`src/rtl/txf_pkg.sv`:
```
package txf_pkg;

  typedef struct packed {
    logic [7:0] data;
    logic       eof;
  } txf_entry_t;

  function automatic int unsigned wm_bytes(input logic [1:0] code);
    case (code)
      2'd0:    return 32'd16;
      2'd1:    return 32'd32;
      default: return 32'd64;
    endcase
  endfunction

endpackage

```
`src/rtl/txf_host_decode.sv`:
```
module txf_host_decode #(
  parameter int          ADDR_W    = 5,
  parameter logic [4:0]  FIFO_ADDR = 5'd1
) (
  input  logic              host_sel,
  input  logic              host_strobe,
  input  logic              host_rw,
  input  logic [ADDR_W-1:0] host_addr,
  output logic              wr_req
);
  logic reg_path;
  logic dir_path;

  always_comb begin
    reg_path = host_sel && !host_strobe && (host_addr == ADDR_W'(FIFO_ADDR));
    dir_path = host_strobe && !host_sel;
    wr_req   = !host_rw && (reg_path || dir_path);
  end
endmodule

```
`src/rtl/txf_store.sv`:
```
module txf_store #(
  parameter int DEPTH = 128,
  parameter int AW    = $clog2(DEPTH)
) (
  input  logic                 clk,
  input  logic                 we,
  input  logic [AW-1:0]        waddr,
  input  txf_pkg::txf_entry_t  wentry,
  input  logic [AW-1:0]        raddr,
  output txf_pkg::txf_entry_t  rentry
);
  txf_pkg::txf_entry_t mem [DEPTH];

  always_ff @(posedge clk) begin
    if (we) mem[waddr] <= wentry;
  end

  assign rentry = mem[raddr];
endmodule

```
`src/rtl/txf_ctrl.sv`:
```
module txf_ctrl #(
  parameter int DEPTH      = 128,
  parameter int PW         = $clog2(DEPTH) + 1,
  parameter int LIVE_BYTES = 56
) (
  input  logic          clk,
  input  logic          rst_n,
  input  logic          wr_req,
  input  logic          wr_eof,
  input  logic          rd_ready,
  input  logic          retry,
  input  logic          done,
  input  logic [PW-1:0] start_thr,
  input  logic [1:0]    wm_code,
  output logic [PW-1:0] wr_ptr,
  output logic [PW-1:0] rd_ptr,
  output logic [PW-1:0] saved_ptr,
  output logic          wr_en,
  output logic          rd_valid,
  output logic          tx_go,
  output logic          data_req,
  output logic          ovf
);
  logic [PW-1:0] used_saved, used_rd, sent, used_base, free_bytes, eof_cnt;
  logic          live, full, pop, commit, eof_inc, eof_dec;

  always_comb begin
    used_saved = wr_ptr - saved_ptr;
    used_rd    = wr_ptr - rd_ptr;
    sent       = rd_ptr - saved_ptr;
    live       = sent >= PW'(LIVE_BYTES);
    used_base  = live ? used_rd : used_saved;
    full       = used_base == PW'(DEPTH);
    free_bytes = PW'(DEPTH) - used_base;
    data_req   = 32'(free_bytes) >= txf_pkg::wm_bytes(wm_code);
    wr_en      = wr_req && !full;
    tx_go      = (eof_cnt != '0) || full || (used_saved >= start_thr);
    rd_valid   = tx_go && (rd_ptr != wr_ptr);
    pop        = rd_valid && rd_ready && !retry;
    commit     = done && !retry;
    eof_inc    = wr_en && wr_eof;
    eof_dec    = commit && (eof_cnt != '0);
  end

  always_ff @(posedge clk) begin
    if (!rst_n) begin
      wr_ptr    <= '0;
      rd_ptr    <= '0;
      saved_ptr <= '0;
      eof_cnt   <= '0;
      ovf       <= 1'b0;
    end else begin
      if (wr_en) wr_ptr <= wr_ptr + 1'b1;
      if (retry)    rd_ptr <= saved_ptr;
      else if (pop) rd_ptr <= rd_ptr + 1'b1;
      if (commit) saved_ptr <= rd_ptr;
      if (eof_inc && !eof_dec)      eof_cnt <= eof_cnt + 1'b1;
      else if (eof_dec && !eof_inc) eof_cnt <= eof_cnt - 1'b1;
      if (wr_req && full) ovf <= 1'b1;
    end
  end
endmodule

```
`src/rtl/tx_retry_fifo.sv`:
```
module tx_retry_fifo #(
  parameter int         DEPTH      = 128,
  parameter int         ADDR_W     = 5,
  parameter logic [4:0] FIFO_ADDR  = 5'd1,
  parameter int         START_RST  = 64,
  parameter int         LIVE_BYTES = 56,
  parameter int         THR_W      = $clog2(DEPTH) + 1
) (
  input  logic              clk,
  input  logic              rst_n,
  input  logic              host_sel,
  input  logic              host_strobe,
  input  logic              host_rw,
  input  logic [ADDR_W-1:0] host_addr,
  input  logic [7:0]        host_wdata,
  input  logic              host_eof,
  input  logic              cfg_we,
  input  logic [THR_W-1:0]  cfg_start_thr,
  input  logic [1:0]        cfg_wm_sel,
  input  logic              tx_retry,
  input  logic              tx_frame_done,
  output logic              rd_valid,
  input  logic              rd_ready,
  output logic [7:0]        rd_data,
  output logic              rd_eof,
  output logic              tx_go,
  output logic              data_req,
  output logic              ovf
);
  localparam int AW = $clog2(DEPTH);
  localparam int PW = AW + 1;

  logic [PW-1:0]       wr_ptr, rd_ptr, saved_ptr;
  logic [THR_W-1:0]    thr_q;
  logic [1:0]          wm_q;
  logic                wr_req, wr_en;
  txf_pkg::txf_entry_t wentry, rentry;

  always_ff @(posedge clk) begin
    if (!rst_n) begin
      thr_q <= THR_W'(START_RST);
      wm_q  <= 2'd0;
    end else if (cfg_we) begin
      thr_q <= cfg_start_thr;
      wm_q  <= cfg_wm_sel;
    end
  end

  txf_host_decode #(.ADDR_W(ADDR_W), .FIFO_ADDR(FIFO_ADDR)) u_dec (
    .host_sel(host_sel), .host_strobe(host_strobe), .host_rw(host_rw),
    .host_addr(host_addr), .wr_req(wr_req)
  );

  assign wentry = '{data: host_wdata, eof: host_eof};

  txf_store #(.DEPTH(DEPTH), .AW(AW)) u_store (
    .clk(clk), .we(wr_en), .waddr(wr_ptr[AW-1:0]), .wentry(wentry),
    .raddr(rd_ptr[AW-1:0]), .rentry(rentry)
  );

  txf_ctrl #(.DEPTH(DEPTH), .PW(PW), .LIVE_BYTES(LIVE_BYTES)) u_ctrl (
    .clk(clk), .rst_n(rst_n), .wr_req(wr_req), .wr_eof(host_eof),
    .rd_ready(rd_ready), .retry(tx_retry), .done(tx_frame_done),
    .start_thr(PW'(thr_q)), .wm_code(wm_q), .wr_ptr(wr_ptr), .rd_ptr(rd_ptr),
    .saved_ptr(saved_ptr), .wr_en(wr_en), .rd_valid(rd_valid), .tx_go(tx_go),
    .data_req(data_req), .ovf(ovf)
  );

  assign rd_data = rentry.data;
  assign rd_eof  = rentry.eof;
endmodule

```
`config.mk`:
```
export PLATFORM = sky130hd
export DESIGN_NAME = tx_retry_fifo
export DESIGN_NICKNAME = d
export VERILOG_FILES = /design/src/rtl/txf_pkg.sv /design/src/rtl/txf_host_decode.sv /design/src/rtl/txf_store.sv /design/src/rtl/txf_ctrl.sv /design/src/rtl/tx_retry_fifo.sv
export SDC_FILE = /design/constraint.sdc
export NUM_CORES = 1
export LEC_CHECK = 0
export BUFFER_PORTS_ARGS = -buffer_cell sky130_fd_sc_hd__buf_2
export CAP_MARGIN = 20
export CELL_PAD_IN_SITES_DETAIL_PLACEMENT = 2
export CELL_PAD_IN_SITES_GLOBAL_PLACEMENT = 2
export CORE_MARGIN = 2
export CORE_UTILIZATION = 45
export DETAILED_ROUTE_END_ITERATION = 10
export PLACE_DENSITY = 0.75
export RECOVER_POWER = 50
export SETUP_SLACK_MARGIN = 0.3
export SLEW_MARGIN = 20
export SYNTH_ARGS = -nofsm -noshare
export SYNTH_HDL_FRONTEND = slang
export SYNTH_HIERARCHICAL = 1
export SYNTH_SLANG_ARGS = --single-unit
```
`constraint.sdc`:
```
create_clock -name clk -period 6.2 [get_ports clk]
set_input_delay 0.62 -clock clk [delete_from_list [all_inputs] [get_ports clk]]
set_output_delay 0.62 -clock clk [all_outputs]
set_load 0.01 [all_outputs]
```
==> results of run 1 <==
path summary, 6_finish.rpt:
kind	depth (start not counted)	startpoint	end
max	16	u_ctrl/rd_ptr[0]$_SDFFE_PN0P_	u_store/mem[58][2]$_DFFE_PP_
min	3	cfg_start_thr[6]	thr_q[6]$_SDFFE_PN1P_
max reg2reg	16	u_ctrl/rd_ptr[0]$_SDFFE_PN0P_	u_store/mem[58][2]$_DFFE_PP_
min reg2reg	2	thr_q[6]$_SDFFE_PN1P_	thr_q[6]$_SDFFE_PN1P_
metal layers:
| layer | vias up | GRT usage [%] |
|---|---|---|
| li1 | 9652 | - |
| met1 | 13887 | 38.8 |
| met2 | 1391 | 48.4 |
| met3 | 265 | 4.70 |
| met4 | 0 | 8.55 |
| met5 | - | 0 |
sequential cells by signal, summed over array words and instances, names as in the netlist:
name	cells
thr_q	8
u_ctrl/eof_cnt	8
u_ctrl/ovf	1
u_ctrl/rd_ptr	8
u_ctrl/saved_ptr	8
u_ctrl/wr_ptr	8
u_store/mem	1152
wm_q	2
report_power, final:
group          switching (W)  total (W)  internal [W]  leakage (nW)
Clock                0.00341    0.00798       0.00456          2.05
Sequential         0.0000368    0.00893       0.00889          10.7
Combinational        0.00106    0.00182      0.000760          3.93
through the flow:
stage               std cells  setup slack, ps  hold WS (ps)
detailed placement       3651              466           453
floorplan                2242             1480           440
global route             3884              181           138
finish                   3885              470           147
CTS                      3882              323           110
global placement         3651              865           458
tightest hold or removal path, cell delays in order:
cell,delay (ps)
buf_2,80
mux2i_1,70
nand2_1,80
cell usage in the layout (no fill, tap or decap), types with 9 or more instances in the layout:
cell	n
edfxtp_1	1152
mux4_2	378
clkbuf_16	132
nor2_1	129
buf_4	68
nand2_1	56
ha_1	41
inv_1	39
clkbuf_1	36
dfxtp_1	36
buf_2	34
clkinv_1	25
nand3_1	25
nor2b_1	24
clkinv_2	18
o21ai_0	18
nor3_1	17
xnor2_1	17
a21oi_1	16
mux2i_1	15
bufinv_16	15
mux2_2	14
nor2_2	14
a21o_1	13
xor2_1	12
and2_1	11
a21boi_0	10
nand4_1	9
clkbuf_2	9
logic make-up after synthesis:
| family | Yosys count |
|---|---|
| flip-flops | 1195 |
| AND/OR/NAND/NOR | 326 |
| adder cells (fa/ha/maj) | 45 |
| AO/OA/AOI/OAI | 93 |
| XOR/XNOR | 29 |
| multiplexers | 408 |
| buffers and inverters | 146 |
what timing repair did:
item / in CTS / in global routing
endpoints found under the setup margin: 54 / 15
pin swaps: 0 / 1
cloned: 0 / 0
resized for setup: 6 / 4
hold buffers: 0 / 0
buffers inserted: 0 / 2
layout make-up:
cell class                 instances  area, um2  area share (%)
antenna                            1       2.50         0.00460
clock buffer                     158       3410            6.27
clock inverter                    73        806            1.48
inverter                          39        146           0.269
multi-input combinational        901      11900            22.0
sequential                      1195      35500            65.2
tap                             1391       1740            3.20
timing repair buffer             127        850            1.56
==> run summary, run 1 <==
The run finished, with violations left. The checks that failed: capacitance limit, slew limit. The clock transition at the register clock pins on the worst setup and hold paths after CTS is 60 ps. The max-cap check violation count is 18. Ranked by total cell area, the synthesized netlist is headed by edfxtp_1 72%, mux4_2 18%, dfxtp_1 1.8%. edfxtp_1 is the most common cell in the netlist. The power density normalized to cell area came out at 344 nW/um2.

The final design area excluding fillers came out at 54400 um2. Detailed routing placed a total of 11400 um of wire on met3. Clock tree synthesis selected as its root buffer the cell clkbuf_16. In this run, synthesis inferred 1152 flip-flops with an integrated enable. After detailed placement, the total cell area comes to 50200 um2. Across all register-to-register paths, the minimum setup slack is 470 ps. Counting the fill cells in the layout gives 8979.

Counting every net in the synthesized netlist gives 2320. The first-pass GRT wire length came out at 217000 um. The final clock period utilization by the worst path is 92.4%.

The routability-driven placement congestion ratio is 0.811. The initial antenna violation count is 5. The signal arrival time at the worst endpoint is 6080 ps.

The DRC violations left came out at 0. After synthesis the cells add up to 48000 um2. The peak clock frequency supported by timing came out at 175 MHz.

Measured on the finished design, the core utilization comes to 51.5%. The clock period minus worst slack came out at 5730 ps. By count the netlist is led by 1152 x edfxtp_1, 378 x mux4_2, 143 x nor2_1.

The signal on the critical path passes through inv_1 > ha_1 > inv_1 > fa_1 > a21oi_1 > nand2_1 > mux2_2 > o21ai_0 > a32oi_4 > mux2_4 > nand2_1 > inv_1 > nor2b_1 > nand2_1 > buf_4 > nor2_1. The sum of buffers and inverters on the critical path came out at 4. The final antenna-violating net count is 0. Summing the areas of all compound-gate instances in the mapped netlist gives 1.43% of the synthesized area. The count of final max-slew check failures is 1177. The die covers 109000 um2. The total number of vias came out at 25195.

In the synthesized netlist the dominant register cell turns out to be edfxtp_1. The detailed-route wire length on metal 1 is 59100 um. The clock latency on the worst-skew pair came out at 760 ps. The routed wire length on met2 came out at 77900 um. The largest voltage drop on the vdd net came out at 278 uV. The share of synthesized cell area in full adder, half adder and majority cells is 1.24%.

The floorplan has 119 rows. The largest stage delay on the critical path came out at 710 ps. The number of hold violations in the final report is 0. For the pin with the worst max-slew slack, the measured transition is 4650 ps. Cells with a size suffix above 1 make up 28.8% of the layout. The path class of the tightest hold or removal check is input port to register. The required arrival time at the worst endpoint is 6550 ps. The biggest area contributor in the post-synthesis netlist is edfxtp_1.

Setup violations remaining at the end of the flow were counted as 0. TritonCTS built the clock tree. The share of synthesized area in the top cell type comes to 72.1%. The H-tree was split into 4 levels. In this run the worst path has a maximum fanout of 9. The synthesized area divided by synthesized cell count came out at 21.4 um2. The final layout contains routed wiring with a total length of 153000 um. Sequential cells were found to cover 73.9% of the synthesized design area. 46 I/O pins were placed. The total area inside the core boundary comes to 106000 um2. The total number of nets in the final design is 2473. The per-cell via count in the routed design is 6.49. The wire length per cell after detailed routing is 39.4 um. The maximum clock insertion buffer count is 3.

The global route total overflow came out at 0. Among all stages on the critical path, the largest delay is contributed by nor2_1. In the synthesized netlist the async set-or-reset flop fraction comes to 0%. The area added between synthesis and finish is 13.3%. The initial core utilization is 45.5%. The global router's overall resource usage is 28.7%. Entering global routing, the biggest net connects 109 pins. The standby leakage power is 16.7 nW. The vertical extent of the die came out at 331 um. Setup repair after global routing could not meet its margin everywhere. Summing the areas of all xor and xnor instances in the mapped netlist gives 0.529% of the synthesized area. The worst setup path is captured at a register. Synthesis produced a netlist whose cell count is 2242. Summed over all nets, the half-perimeter wirelength after detailed placement is 88800 um.

The critical path class is register to register. The multiplexer fraction of the synthesized cell area came out at 18.4%. The simple logic cell fraction of the synthesized area is 3.20%. The setup clock skew after layout is 38.7 ps. The number of unique standard cell types used by synthesis came out at 62. Measured along the x axis, the die boundary spans 331 um. Routed signal wires occupy layers up through met4. The total number of yosys warnings came out at 6. The cell family contributing the most delay on the critical path is simple AND/OR/NAND/NOR gates.

The number of CTS-inserted buffers came out at 131. The via count of the first global-routing pass is 26627. The final sum of negative setup slack came out at 0 ps. For this run, the detailed router's first-pass iteration total came to 5.

The initial DRC count came out at 3357. The worst-case headroom to the max-slew limit is -210%. STA classifies the critical path startpoint as a register. Total power for the finished layout comes to 0.0187 W. The count of input and output buffers is 45. The flip-flop and latch count after synthesis came out at 1195. For this design, the sink count on the clock tree is 1195. The main combinational cell family by area after synthesis is multiplexers.
No activity file was read; power rests on OpenSTA's default activity.
==> run 2, diff against run 1 <==
--- a/config.mk
+++ b/config.mk
@@ -10,9 +10,9 @@
 export CELL_PAD_IN_SITES_DETAIL_PLACEMENT = 2
 export CELL_PAD_IN_SITES_GLOBAL_PLACEMENT = 2
 export CORE_MARGIN = 2
-export CORE_UTILIZATION = 45
+export CORE_UTILIZATION = 40
 export DETAILED_ROUTE_END_ITERATION = 10
-export PLACE_DENSITY = 0.75
+export PLACE_DENSITY = 0.68
 export RECOVER_POWER = 50
 export SETUP_SLACK_MARGIN = 0.3
 export SLEW_MARGIN = 20
==> run summary, run 2 (synthesis results as in run 1) <==
The run finished, with violations left. The checks that failed: capacitance limit, slew limit. The power density normalized to cell area is 333 nW/um2 (-3.3%). The clock transition at the register clock pins on the worst setup and hold paths after CTS is 60 ps (about the same). The max-cap check violation count came out at 19 (+1). The floorplan die width is 350 um (+6.0%).

The standard cell core area was 119000 um2 (+13%). The initial antenna violation count is 9 (+4). The HPWL reported at the end of detailed placement came out at 84500 um (-4.9%). The count of input and output buffers is 45 (unchanged). The number of rows in the core area came out at 127 (+6.7%). The fraction of layout instances using a drive strength above 1 was 28.2% (-0.64 points). The setup clock skew after layout came out at 31.3 ps (-7.38 ps). Setup repair after global routing could not meet its margin everywhere. The utilization after layout came out at 45.5% (-6.0 points).

The maximum clock insertion buffer count is 3 (unchanged). The first-pass GRT wire length was 198000 um (-9.0%). The sum of internal, switching and leakage power is 0.0181 W (-3.2%). The signal arrival time at the worst endpoint is 5120 ps (-960 ps). The total clock sinks is 1195 (unchanged). The initial DRC count came to 2545 (-24%). The area added between synthesis and finish is 13.4% (about the same). The peak fanout along the critical path was 61 (+52). The worst-margin pin slew was 4600 ps (-47.2 ps).

The total number of nets in the final design came to 2470 (-0.12%). The per-cell via count in the routed design is 5.85 (-9.8%). The clock period minus worst slack is 5740 ps (+14.6 ps). The number of instances on the worst hold path is 3 (unchanged). The worst hold path begins at cfg_start_thr[6]. The setup path with the least slack is of type register to output pin. The number of CTS-inserted buffers came out at 132 (+0.76%).

The maximum level of the CTS H-tree was 4 (unchanged). The area of the die came out at 123000 um2 (+12%). The cell area after placement is 50400 um2 (+0.46%).

The total routed wirelength came out at 137000 um (-11%). In the layout the commonest cells are 1152 x edfxtp_1, 378 x mux4_2, 136 x clkbuf_16, 131 x nor2_1, 63 x buf_4. The worst-case headroom to the max-slew limit came to -207% (+3.1 points).

The final antenna-violating net count is 0 (unchanged). The peak clock frequency supported by timing is 174 MHz (-0.25%). The worst hold slack is 128 ps (-19.1 ps). The final clock period utilization by the worst path is 92.6% (+0.24 points). The number of hold violations in the final report is 0 (unchanged).

The min-delay analysis places its worst path in the category input port to register. The wire length per cell after detailed routing is 33.4 um (-15%). STA classifies the critical path endpoint as an output pin. The flop-to-flop setup slack is 540 ps (+70 ps). The number of placed I/O pins is 46 (unchanged).

The register with the most flip-flops is u_store/mem. The final sum of negative setup slack came out at 0 ps (unchanged). The clock latency on the worst-skew pair is 740 ps (-20 ps). The count of final max-slew check failures came out at 1228 (+4.3%). The via count of the first global-routing pass came to 25801 (-3.1%). The routability-driven placement congestion ratio is 0.773 (-4.7%). In this run the critical register-to-register path is launched from u_ctrl/rd_ptr[2]$_SDFFE_PN0P_.

The CTS tree is built. The vertical extent of the die is 350 um (+6.0%). The logic depth of the worst register-to-register path was 12 (-4). The global route total overflow is 0 (unchanged). The initial core utilization came out at 40.2% (-5.3 points). The sink of the worst hold path is thr_q[6]$_SDFFE_PN1P_.

The flip-flop count of the largest register after layout came out at 1152 (unchanged). The DRC violations left is 0 (unchanged). The number of hold buffers added after cts is 0 (unchanged).

The length of the first detailed-routing pass in iterations was 5 (unchanged). The total number of vias is 23961 (-4.9%). The standby leakage power came out at 16.6 nW (-0.74%). The largest voltage drop on the vdd net is 258 uV (-7.1%). The required arrival time at the worst endpoint is 5580 ps (-970 ps).

CTS placed an instance of clkbuf_16 at the clock tree root. The final design area excluding fillers is 54400 um2 (about the same). The pin count of the biggest net entering global routing is 112 (+2.8%). Leaving out fill and tap cells, the most frequent cell in the layout is edfxtp_1.

The final count of negative-setup-slack endpoints came out at 0 (unchanged). The global router's overall resource usage came out at 22.7% (-6.0 points). The endpoint of the lowest-slack register-to-register path is u_store/mem[91][2]$_DFFE_PP_. STA classifies the critical path startpoint as a register.
## run 2: changes by cell type in the layout (fill, tap and decap cells not counted), moves of 4 or more
cell       delta
clkbuf_16     +4
buf_4         -5
inv_6         +4
clkbuf_1      +4
bufinv_16    -10
## run 2: worst max-delay path by stage
| stage | startpoint | endpoint | slack (ps) |
|---|---|---|---|
| floorplan | u_ctrl/wr_ptr[0]$_SDFFE_PN0N_ | u_ctrl/eof_cnt[7]$_SDFFE_PN0P_ | 1480 |
| global placement | u_ctrl/rd_ptr[2]$_SDFFE_PN0P_ | u_store/mem[94][2]$_DFFE_PP_ | 770 |
| detailed placement | u_ctrl/rd_ptr[2]$_SDFFE_PN0P_ | u_store/mem[70][1]$_DFFE_PP_ | 440 |
| CTS | u_ctrl/rd_ptr[2]$_SDFFE_PN0P_ | u_store/mem[95][6]$_DFFE_PP_ | 310 |
| global route | u_ctrl/rd_ptr[2]$_SDFFE_PN0P_ | u_store/mem[2][2]$_DFFE_PP_ | 90 |
| finish | u_ctrl/rd_ptr[2]$_SDFFE_PN0P_ | rd_data[4] | 460 |
## run 2: repair_timing
item | CTS | global route
resized for setup | 0 | 9
setup buffers | 0 | 3
setup endpoints to repair | 0 | 201
## run 2: routing by layer
metal	global-route usage [%]	wire, um	up-vias
li1	-	-	9665
met5	0	7	-
met4	5.28	2590	2
met3	3.15	7990	155
met1	32.0	57500	13241
met2	37.7	68800	898
## run 2: critical path, stage by stage, from the launching register on
cell	delay [ps]
dfxtp_4	610
buf_4	690
buf_4	850
mux4_2	480
mux4_2	550
mux4_2	570
mux2_2	320
buf_2	150
## run 2: where the power goes
group / internal (W) / leakage, nW / switching, W
clock: 0.00422 / 1.95 / 0.00321
combinational: 0.000760 / 3.91 / 0.00100
sequential: 0.00890 / 10.7 / 0.0000359
## run 2: final cells by class
cell class	instances	area, um2
fillers	10841	65100
repair buffers	123	857
clock buffers	165	3510
flip-flops and latches	1195	35500
well taps	1612	2020
multi-input cells	901	11900
clock inverters	59	468
inverters	39	146
diodes	1	2.50
## run 2: through the flow
stage,std cells,setup WS (ps)
floorplan,2242,1480
global placement,3865,770
detailed placement,3866,435
CTS,4090,311
global route,4094,90.4
finish,4095,456
==> run 3, diff against run 2 <==
==> constraint.sdc (replaced) <==
create_clock -name clk -period 6.2 [get_ports clk]
set_input_delay 1.24 -clock clk [delete_from_list [all_inputs] [get_ports clk]]
set_output_delay 1.24 -clock clk [all_outputs]
set_load 0.01 [all_outputs]
==> run summary, run 3 (synthesis results as in run 1) <==
The run finished, with violations left. The final reports fail on capacitance limit, slew limit. The per-cell via count in the routed design came out at 5.83 (-0.40%).

The logic depth of the worst register-to-register path came out at 12 (unchanged). The flop-to-flop setup slack came out at 390 ps (-150 ps). The first-pass GRT wire length is 202000 um (+2.4%). The peak fanout along the critical path came to 22 (-64%).

The number of hold buffers added after cts came out at 0 (unchanged). The final count of negative-setup-slack endpoints came out at 0 (unchanged). The cell internal power dissipation is 0.0140 W (+1.1%). The clock period minus worst slack was 5810 ps (+68.6 ps). The via count of the first global-routing pass is 26360 (+2.2%). The standby leakage power is 16.8 nW (+1.4%). The endpoint type of the worst setup path is a register. The clock latency on the worst-skew pair is 740 ps (about the same). The tightest min-delay check is of the register to register type. The final sum of negative setup slack is 0 ps (unchanged).

The final worst setup slack is 387 ps (-68.6 ps). The number of instances on the worst hold path is 1 (-2). The area of all sequential standard cells is 35500 um2 (unchanged). The fraction of power consumed by sequential logic came out at 48.7% (-0.6 points).

The cell sitting at the root of the clock tree is a clkbuf_16. The vertical extent of the die came to 350 um (unchanged). The count of final max-slew check failures came out at 1172 (-4.6%). The maximum clock insertion buffer count was 3 (unchanged). The setup clock skew after layout was 19.6 ps (-11.7 ps). The signal arrival time at the worst endpoint was 6160 ps (+1040 ps). Walking the worst path, the cells encountered are ha_1 > a21o_1 > a31oi_1 > mux2_1 > o21ai_0 > a32oi_4 > mux2_1 > nand2_1 > inv_1 > nand3_1 > buf_4 > nor2_1. The switching power as a share of total power is 23.5% (+0.050 points). The wire length on met3 came to 8020 um (+0.33%). The wire length per cell after detailed routing came out at 34.0 um (+1.9%). The startpoint identified for the worst hold timing path is u_ctrl/ovf$_SDFFE_PN0P_. STA classifies the critical path startpoint as a register. TritonCTS built the clock tree. The power share of the clock group is 41.7% (+0.7 points). The clock transition at the register clock pins on the worst setup and hold paths after CTS came out at 60 ps (about the same). The buffer count from post-CTS setup fixing is 0 (unchanged). In the layout the commonest cells are 1152 x edfxtp_1, 378 x mux4_2, 141 x clkbuf_16, 130 x nor2_1, 82 x buf_4. The pin count of the biggest net entering global routing was 135 (+21%). The number of placed I/O pins came out at 46 (unchanged). The sum of buffers and inverters on the critical path is 2 (-1). The largest voltage drop on the vdd net came out at 281 uV (+8.8%). The combinational cell fraction of total power came to 9.6% (about the same). The length of the first detailed-routing pass in iterations is 5 (unchanged). The worst flop-to-flop path startpoint is u_ctrl/rd_ptr[2]$_SDFFE_PN0P_. Relative to the synthesized area, the layout overhead comes to 14.2%. The initial core utilization is 40.2% (unchanged).

More flip-flops sit in one register than any other, and that register is u_store/mem. The HPWL reported at the end of detailed placement was 86100 um (+1.9%). The worst-margin pin slew is 3740 ps (-865 ps). The routed wire length on met2 was 72100 um (+4.8%). The critical path is of the register to register type. The worst setup timing slack at the placement stage came out at 693 ps (+257 ps).

The sink of the worst hold path is u_ctrl/ovf$_SDFFE_PN0P_. The DRC violations left came out at 0 (unchanged). The commonest non-fill, non-tap cell in the layout is edfxtp_1. Setup repair after global routing could not meet its margin everywhere. The number of hold violations in the final report is 0 (unchanged). The count of input and output buffers is 45 (unchanged). The largest stage delay on the critical path came out at 870 ps (+20 ps). The floorplan die width is 350 um (unchanged).

The number of rows in the core area came out at 127 (unchanged). The flip-flop count of the largest register after layout came to 1152 (unchanged). The highest metal layer with signal wires is met4. The critical-path cell with the highest stage delay is nor2_1. The total number of nets in the final design was 2495 (+1.0%).

The area of the die came out at 123000 um2 (unchanged). The fraction of layout instances using a drive strength above 1 is 29.1% (+0.92 points). The final antenna-violating net count was 0 (unchanged). The worst-case headroom to the max-slew limit is -149% (+58 points). The peak clock frequency supported by timing is 172 MHz (-1.2%). The standard cell core area is 119000 um2 (unchanged). The initial DRC count was 2157 (-15%). The maximum level of the CTS H-tree is 4 (unchanged). The most numerous cell type found on the critical path is mux2_1.

The power spent charging and discharging nets was 0.00430 W (+1.4%). The max-cap check violation count is 18 (-1). The power density normalized to cell area is 335 nW/um2 (+0.44%). The final clock period utilization by the worst path came out at 93.8% (+1.1 points).

The total number of vias came to 24105 (+0.60%). The total clock sinks is 1195 (unchanged). The initial antenna violation count is 4 (-5).

In this design, the largest share of critical-path delay is due to simple AND/OR/NAND/NOR gates. The total routed wirelength came out at 141000 um (+2.9%). The number of CTS-inserted buffers came to 133 (+0.76%).

The global router's overall resource usage is 23.4% (+0.65 points). The number of filler cells placed in the layout came out at 10826 (-0.14%). The required arrival time at the worst endpoint is 6550 ps (+970 ps).

The multi-input logic area is 11900 um2 (-0.10%). The utilization after layout came to 45.9% (+0.34 points). The detailed-route wire length on metal 1 came to 58200 um (+1.1%). The routability-driven placement congestion ratio is 0.784 (+1.4%).

The global route total overflow came out at 0 (unchanged). The worst register-to-register path ends at u_store/mem[107][2]$_DFFE_PP_.
[run 3: power groups by stage]
| stage | clock (W) | sequential (W) | combinational, W |
|---|---|---|---|
| after global placement | 0 | 0.00908 | 0.00171 |
| after global routing | 0.00807 | 0.00893 | 0.00191 |
| final | 0.00764 | 0.00893 | 0.00177 |
| after floorplan | 0 | 0.00907 | 0.00115 |
| after detailed placement | 0 | 0.00908 | 0.00179 |
| after CTS | 0.00780 | 0.00891 | 0.00180 |
[run 3: worst max-delay path by stage]
stage / startpoint / endpoint / slack [ps] / cells past startpoint
3_3_place_gp: u_ctrl/rd_ptr[2]$_SDFFE_PN0P_ / u_store/mem[59][5]$_DFFE_PP_ / 820 / 12
6_report: u_ctrl/rd_ptr[2]$_SDFFE_PN0P_ / u_store/mem[107][2]$_DFFE_PP_ / 390 / 12
2_1_floorplan: u_ctrl/wr_ptr[0]$_SDFFE_PN0N_ / u_ctrl/eof_cnt[7]$_SDFFE_PN0P_ / 1480 / 23
3_5_place_dp: u_ctrl/rd_ptr[2]$_SDFFE_PN0P_ / u_store/mem[123][2]$_DFFE_PP_ / 690 / 12
4_1_cts: u_ctrl/rd_ptr[0]$_SDFFE_PN0P_ / rd_data[6] / 320 / 7
5_1_grt: u_ctrl/rd_ptr[2]$_SDFFE_PN0P_ / u_store/mem[107][2]$_DFFE_PP_ / 180 / 12
[run 3: final cells by class]
| type | count | share of cell area, % |
|---|---|---|
| clock inverters | 66 | 0.977 |
| inverters | 39 | 0.267 |
| multi-input cells | 901 | 21.7 |
| repair buffers | 147 | 2.01 |
| well taps | 1612 | 3.68 |
| diodes | 4 | 0.0183 |
| flip-flops and latches | 1195 | 64.7 |
| clock buffers | 172 | 6.59 |
[run 3: what timing repair did]
action | CTS | global route
endpoints found under the setup margin | 9 | 7
gates resized for setup | 5 | 1
gates cloned | 0 | 2
[run 3: worst register-to-register path, stage by stage, from the launching register on]
cell and delay, ps:
dfxtp_4 550, ha_1 340, a21o_1 210, a31oi_1 310, mux2_1 370, o21ai_0 310
a32oi_4 250, mux2_1 500, nand2_1 290, inv_1 300, nand3_1 630, buf_4 460
nor2_1 890
[run 3: metrics by stage]
stage / cells / hold WS [ps] / area (um2) / total power, W
3_3_place_gp: 3890 / 461 / 50600 / 0.0108
6_report: 4136 / 481 / 54800 / 0.0183
3_5_place_dp: 3892 / 474 / 50600 / 0.0109
5_1_grt: 4132 / 515 / 54800 / 0.0189
2_1_floorplan: 2242 / 440 / 48000 / 0.0102
4_1_cts: 4130 / 489 / 54800 / 0.0185
[run 3: per-layer routing]
metal | global-route usage [%] | vias up
li1 | - | 9697
met1 | 31.8 | 13381
met2 | 39.6 | 876
met3 | 3.84 | 151
met4 | 5.37 | 0
met5 | 0 | -
